File: src/rtl/vle_pkg.sv
package vle_pkg;

    // Decoded flag bits of a timing status byte
    typedef struct packed {
        logic f;   // field
        logic v;   // vertical blanking
        logic h;   // 1 = line end code
    } vle_flags_t;

    // Expected protection nibble for given flags
    function automatic logic [3:0] vle_prot(input logic f, input logic v, input logic h);
        return {v ^ h, f ^ h, f ^ v, f ^ v ^ h};
    endfunction

endpackage

File: src/rtl/vle_sync_detect.sv
module vle_sync_detect
    import vle_pkg::*;
(
    input  logic       clk,
    input  logic       rst_n,
    input  logic       in_valid,
    input  logic [7:0] in_byte,
    output logic       code_ok,
    output logic       code_bad,
    output vle_flags_t flags
);

    typedef struct packed {
        logic [7:0] b0;   // newest valid byte
        logic [7:0] b1;
        logic [7:0] b2;   // oldest of the three
    } hist_t;

    hist_t hist_d, hist_q;
    logic  hit;

    always_comb begin
        hist_d = hist_q;
        if (in_valid) begin
            hist_d.b2 = hist_q.b1;
            hist_d.b1 = hist_q.b0;
            hist_d.b0 = in_byte;
        end
    end

    always_ff @(posedge clk) begin
        if (!rst_n) begin
            hist_q <= '{b0: 8'h55, b1: 8'h55, b2: 8'h55};
        end else begin
            hist_q <= hist_d;
        end
    end

    always_comb begin
        hit      = in_valid && (hist_q.b2 == 8'hFF) && (hist_q.b1 == 8'h00) && (hist_q.b0 == 8'h00);
        flags.f  = in_byte[6];
        flags.v  = in_byte[5];
        flags.h  = in_byte[4];
        code_ok  = hit && in_byte[7] && (in_byte[3:0] == vle_prot(in_byte[6], in_byte[5], in_byte[4]));
        code_bad = hit && !code_ok;
    end

endmodule

File: src/rtl/vle_line_tracker.sv
module vle_line_tracker
    import vle_pkg::*;
#(
    parameter int LINE_BYTES = 1440,
    parameter int MAX_LINES  = 1023
) (
    input  logic                          clk,
    input  logic                          rst_n,
    input  logic                          in_valid,
    input  logic [7:0]                    in_byte,
    input  logic                          code_ok,
    input  logic                          code_bad,
    input  vle_flags_t                    flags,
    output logic                          out_valid,
    output logic [7:0]                    out_byte,
    output logic                          out_field,
    output logic                          out_sol,
    output logic                          out_eol,
    output logic [$clog2(LINE_BYTES)-1:0] out_idx,
    output logic [1:0]                    out_phase,
    output logic                          code_valid,
    output logic                          code_field,
    output logic                          code_vblank,
    output logic                          code_eol,
    output logic                          code_err,
    output logic                          line_err,
    output logic [$clog2(MAX_LINES+1)-1:0] line_count
);

    localparam int IDX_W = $clog2(LINE_BYTES);
    localparam int CNT_W = $clog2(LINE_BYTES + 2);
    localparam int LC_W  = $clog2(MAX_LINES + 1);
    localparam logic [CNT_W-1:0] CNT_FULL = CNT_W'(LINE_BYTES);
    localparam logic [CNT_W-1:0] CNT_OVER = CNT_W'(LINE_BYTES + 1);
    localparam logic [LC_W-1:0]  LC_MAX   = LC_W'(MAX_LINES);

    typedef struct packed {
        logic             active;
        logic             line_field;
        logic [CNT_W-1:0] cnt;
        logic             last_field;
        logic [LC_W-1:0]  line_cnt;
        logic             o_valid;
        logic [7:0]       o_byte;
        logic             o_field;
        logic             o_sol;
        logic             o_eol;
        logic [IDX_W-1:0] o_idx;
        logic             c_valid;
        logic             c_f;
        logic             c_v;
        logic             c_h;
        logic             c_err;
        logic             l_err;
    } trk_t;

    trk_t            st_d, st_q;
    logic [LC_W-1:0] lc_base;
    logic            reserved;

    always_comb begin
        st_d         = st_q;
        st_d.o_valid = 1'b0;
        st_d.o_sol   = 1'b0;
        st_d.o_eol   = 1'b0;
        st_d.c_valid = 1'b0;
        st_d.c_err   = 1'b0;
        st_d.l_err   = 1'b0;
        lc_base      = st_q.line_cnt;
        reserved     = (in_byte == 8'h00) || (in_byte == 8'hFF);

        if (in_valid) begin
            if (code_ok) begin
                st_d.c_valid = 1'b1;
                st_d.c_f     = flags.f;
                st_d.c_v     = flags.v;
                st_d.c_h     = flags.h;
                if (flags.f != st_q.last_field) begin
                    st_d.last_field = flags.f;
                    lc_base         = '0;
                end
                st_d.line_cnt = lc_base;
                if (!flags.h) begin
                    // start code: any open line is cut short
                    st_d.l_err  = st_q.active;
                    st_d.active = !flags.v;
                    if (!flags.v) begin
                        st_d.line_field = flags.f;
                        st_d.cnt        = '0;
                        if (lc_base != LC_MAX) begin
                            st_d.line_cnt = lc_base + 1'b1;
                        end
                    end
                end else if (st_q.active) begin
                    st_d.l_err  = (st_q.cnt != CNT_FULL);
                    st_d.active = 1'b0;
                end
            end else if (code_bad) begin
                st_d.c_err = 1'b1;
            end else if (st_q.active && !reserved) begin
                if (st_q.cnt < CNT_FULL) begin
                    st_d.o_valid = 1'b1;
                    st_d.o_byte  = in_byte;
                    st_d.o_field = st_q.line_field;
                    st_d.o_idx   = st_q.cnt[IDX_W-1:0];
                    st_d.o_sol   = (st_q.cnt == '0);
                    st_d.o_eol   = (st_q.cnt == CNT_FULL - 1'b1);
                    st_d.cnt     = st_q.cnt + 1'b1;
                end else begin
                    st_d.cnt = CNT_OVER;
                end
            end
        end
    end

    always_ff @(posedge clk) begin
        if (!rst_n) begin
            st_q <= '0;
        end else begin
            st_q <= st_d;
        end
    end

    assign out_valid   = st_q.o_valid;
    assign out_byte    = st_q.o_byte;
    assign out_field   = st_q.o_field;
    assign out_sol     = st_q.o_sol;
    assign out_eol     = st_q.o_eol;
    assign out_idx     = st_q.o_idx;
    assign out_phase   = st_q.o_idx[1:0];
    assign code_valid  = st_q.c_valid;
    assign code_field  = st_q.c_f;
    assign code_vblank = st_q.c_v;
    assign code_eol    = st_q.c_h;
    assign code_err    = st_q.c_err;
    assign line_err    = st_q.l_err;
    assign line_count  = st_q.line_cnt;


    no_reserved_out_chk: assert property (@(posedge clk) disable iff (!rst_n)
        out_valid |-> (out_byte != 8'h00 && out_byte != 8'hFF));


    idx_step_chk: assert property (@(posedge clk) disable iff (!rst_n)
        (out_valid && !out_sol && $past(out_valid)) |-> (out_idx == $past(out_idx) + 1'b1));


    eol_last_chk: assert property (@(posedge clk) disable iff (!rst_n)
        out_eol |=> !out_valid);


    line_err_pulse_chk: assert property (@(posedge clk) disable iff (!rst_n)
        line_err |=> !line_err);


    code_no_payload_chk: assert property (@(posedge clk) disable iff (!rst_n)
        (code_valid || code_err) |-> !out_valid);


    line_err_on_code_chk: assert property (@(posedge clk) disable iff (!rst_n)
        line_err |-> code_valid);

endmodule

File: src/rtl/vid_line_extract.sv
module vid_line_extract
    import vle_pkg::*;
#(
    parameter int LINE_BYTES = 1440,
    parameter int MAX_LINES  = 1023
) (
    input  logic                           clk,
    input  logic                           rst_n,
    input  logic                           in_valid,
    input  logic [7:0]                     in_byte,
    output logic                           out_valid,
    output logic [7:0]                     out_byte,
    output logic                           out_field,
    output logic                           out_sol,
    output logic                           out_eol,
    output logic [$clog2(LINE_BYTES)-1:0]  out_idx,
    output logic [1:0]                     out_phase,
    output logic                           code_valid,
    output logic                           code_field,
    output logic                           code_vblank,
    output logic                           code_eol,
    output logic                           code_err,
    output logic                           line_err,
    output logic [$clog2(MAX_LINES+1)-1:0] line_count
);

    logic       code_ok;
    logic       code_bad;
    vle_flags_t flags;

    vle_sync_detect u_sync (
        .clk      (clk),
        .rst_n    (rst_n),
        .in_valid (in_valid),
        .in_byte  (in_byte),
        .code_ok  (code_ok),
        .code_bad (code_bad),
        .flags    (flags)
    );

    vle_line_tracker #(
        .LINE_BYTES (LINE_BYTES),
        .MAX_LINES  (MAX_LINES)
    ) u_trk (
        .clk         (clk),
        .rst_n       (rst_n),
        .in_valid    (in_valid),
        .in_byte     (in_byte),
        .code_ok     (code_ok),
        .code_bad    (code_bad),
        .flags       (flags),
        .out_valid   (out_valid),
        .out_byte    (out_byte),
        .out_field   (out_field),
        .out_sol     (out_sol),
        .out_eol     (out_eol),
        .out_idx     (out_idx),
        .out_phase   (out_phase),
        .code_valid  (code_valid),
        .code_field  (code_field),
        .code_vblank (code_vblank),
        .code_eol    (code_eol),
        .code_err    (code_err),
        .line_err    (line_err),
        .line_count  (line_count)
    );

endmodule

File: config.mk
export PLATFORM = sky130hd
export DESIGN_NAME = vid_line_extract
export DESIGN_NICKNAME = d
export VERILOG_FILES = /design/src/rtl/vle_pkg.sv /design/src/rtl/vle_sync_detect.sv /design/src/rtl/vle_line_tracker.sv /design/src/rtl/vid_line_extract.sv
export SDC_FILE = /design/constraint.sdc
export NUM_CORES = 1
export LEC_CHECK = 0
export ABC_AREA = 1
export BUFFER_PORTS_ARGS = -buffer_cell sky130_fd_sc_hd__buf_2
export CORE_ASPECT_RATIO = 1.2
export CORE_MARGIN = 3
export CORE_UTILIZATION = 50
export CTS_CLUSTER_DIAMETER = 200
export DETAILED_ROUTE_END_ITERATION = 10
export MAX_ROUTING_LAYER = met4
export PLACE_DENSITY = 0.7
export SYNTH_ARGS = -nofsm -noshare
export SYNTH_HDL_FRONTEND = slang
export SYNTH_SLANG_ARGS = --single-unit
export TNS_END_PERCENT = 100
File: constraint.sdc
create_clock -name clk -period 2.3 [get_ports clk]
set_input_delay 0.575 -clock clk [delete_from_list [all_inputs] [get_ports clk]]
set_output_delay 0.575 -clock clk [all_outputs]
set_load 0.005 [all_outputs]
==> out/metrics.cfg <==
[logic_synthesis]
synthAdderAreaFrac=0.0151
async_flop_share=0
synth_top_family_by_area=simple AND/OR/NAND/NOR gates
ys_warn_count=0
ys_seq_elements=77
yosys.area.top_type=dfxtp_1
synth_mux_area_frac=0
ys_top_cells_by_area=dfxtp_1, nand2_1, nor2_1
synth_compound_area_frac=0.125
synth_top_area_share=0.373
synth_ff_type=dfxtp_1
synthCells=607
ys_seq_area_frac=0.373
synthTopCellsByCount=nand2_1, nor2_1, dfxtp_1, inv_1, a21oi_1
synth_area_um2=4130
synth_most_common_cell=nand2_1
syn_area_per_cell_um2=6.80
synth_edf_count=0
synth_simple_gate_area_frac=0.332
yosys.cell_types.count=36
syn-num-nets=623
yosys.area_share.xor_xnor=0.00848

[sta]
fin_ws_ns=0.318
skew_ns=0.0142
fmax_ghz=0.505
period_share=0.862
worst_pin_slew_ns=0.622
drv_slew=0
rsz0062_at_grt=false
setup_viol=0
finalCriticalPeriod_ns=1.98
hold_viol_final=0
max-slew-margin-rel=0.583
finalHoldWorstSlack_ns=0.464

[global_routing]
overflow=0
grtUsageTotal=0.232
antenna_found_initial=0
grt_pass1_wl_um=16800
grt_pass1_vias=3609
grt_max_degree=41

[clock_network]
htreeDepth=3
holdBufCountCts=0
cts_tree=done
cts_buffers=9
clk_latency_ns=0.36
ctsResizeCount=0
cts_root_buf=clkbuf_8
cts_max_path_buffers=2
postCtsSetupRepairBufs=0
clkTransAtPathRegs_ns=0.07
clock_sinks=77

[detailed_routing]
routed-wl-met3_um=384
m1WireLength_um=4370
detail_route.wl_per_cell_um=13.4
via_per_inst=5.18
drt-pass1-iter-count=5
route.final.wire_length_um=9850
wl_met2_um=4950
ant_nets=0
drc=0
vias=3818
top_layer_used=met4
drt_iter0_markers=175

[floorplanning]
pin_count=52
initial_core_util=0.527
dieArea_um2=9390
core_um2=7840
die_x_um=89.0
fp.dieH_um=106
core.rowCount=35

[place]
post-dp-hpwl_um=7220
place.port_buffers=51
routabilityCongestion=0.870
dp_cells=721
place_worst_setup_slack_ns=-0.0545

[critical_path]
crit_chain=buf_2 > clkinv_4 > ha_1 > nand2_1 > nand2_1 > nor2_1 > nand2_2 > nor2_4 > nand2_1 > nor2_4 > buf_4 > nand3_1 > a21oi_1
critPathMaxFanout=5
cp-end-kind=flop
start_kind=input pin
worstSetupPathType=in -> reg
slowest_delay_ns=0.30
crit_path_frequent_cell=nand2_1
required_ns=2.56
cp.arrival_ns=2.25
crit_slowest_cell=ha_1

[final_layout]
final_util=0.572
nNetsFinal=656
stdcell_count=737
area_growth_pct=8.60
seq_area_um2=1540
multi_input_area_um2=1980
diodes=0
fillCellCount=786
drive_above_1_share=0.181

[power_and_ir_drop]
vdd_ir_drop_max_mv=0.305
power.leakage_uw=0.00201
total_power_uw=2530
p_per_area_nw_per_um2=564

[hold_path]
hp-class=reg -> reg

[outcome]
outcome=finished clean

[run]
max_cap_viol_count=0

## power by group
part / total, uW / internal, uW / switching (uW) / leakage (uW)
Clock: 943 / 421 / 522 / 0.0000815
Sequential: 1380 / 1360 / 21.1 / 0.000626
Combinational: 204 / 68.6 / 136 / 0.00130
Total: 2530 / 1850 / 679 / 0.00201
## state kept, by name, summed over array words and instances (netlist names)
signal and count:
u_sync.hist_q 24, u_trk.code_field 1, u_trk.out_eol 1, u_trk.out_byte 8, u_trk.st_q 14, u_trk.out_valid 1
u_trk.out_idx 11, u_trk.code_valid 1, u_trk.out_field 1, u_trk.code_err 1, u_trk.line_count 10, u_trk.code_eol 1
u_trk.out_sol 1, u_trk.line_err 1, u_trk.code_vblank 1
## cells in the final DEF (no fill, tap or decap), drive strengths merged, types with 4 or more instances in the layout
| cell | instances |
|---|---|
| nand2 | 158 |
| nor2 | 86 |
| dfxtp | 77 |
| buf | 74 |
| inv | 60 |
| a21oi | 50 |
| o21ai | 43 |
| nand3 | 36 |
| clkbuf | 11 |
| nor3 | 10 |
| nand4 | 9 |
| ha | 5 |
| o211ai | 4 |
| clkinv | 4 |
## logic make-up after synthesis
| family | Yosys count |
|---|---|
| AO/OA/AOI/OAI | 99 |
| XOR/XNOR | 4 |
| adder cells (fa/ha/maj) | 5 |
| buffers and inverters | 114 |
| flip-flops | 77 |
| AND/OR/NAND/NOR | 308 |
## final timing paths
check,start,end,slack [ns],cells after the start
worst max-delay path,in_byte[4],u_trk.line_count[1],0.32,13
worst max register to register,u_trk.st_q[48],u_trk.out_byte[1],0.37,10
worst min-delay path,u_trk.out_byte[7],u_trk.out_byte[7],0.46,2
worst min register to register,u_trk.out_byte[7],u_trk.out_byte[7],0.46,2
## critical path: cells and delay by family
| family | cells | cell delay [ns] |
|---|---|---|
| AND/OR/NAND/NOR | 8 | 0.87 |
| buffers and inverters | 3 | 0.33 |
| adder cells (fa/ha/maj) | 1 | 0.30 |
| AO/OA/AOI/OAI | 1 | 0.15 |
## area by class of cell
cell class / count / area share
timing repair buffer: 74 / 0.0954
clock buffer: 11 / 0.0315
sequential: 77 / 0.344
inverter: 62 / 0.0536
clock inverter: 5 / 0.00809
tap: 92 / 0.0257
multi-input combinational: 416 / 0.442
## per-layer routing
metal | up-vias | GRT usage
li1 | 1980 | -
met1 | 1749 | 0.286
met2 | 75 | 0.383
met3 | 14 | 0.0367
met4 | 0 | 0.0755
met5 | - | -
## per-stage QoR
stage	TNS [ns]	cell area (um^2)
4_1_cts	0	4490
3_5_place_dp	-0.333	4310
6_report	0	4490
5_1_grt	0	4490
3_3_place_gp	-0.00512	4310
2_1_floorplan	0	4130
No activity file was read; power rests on OpenSTA's default activity.
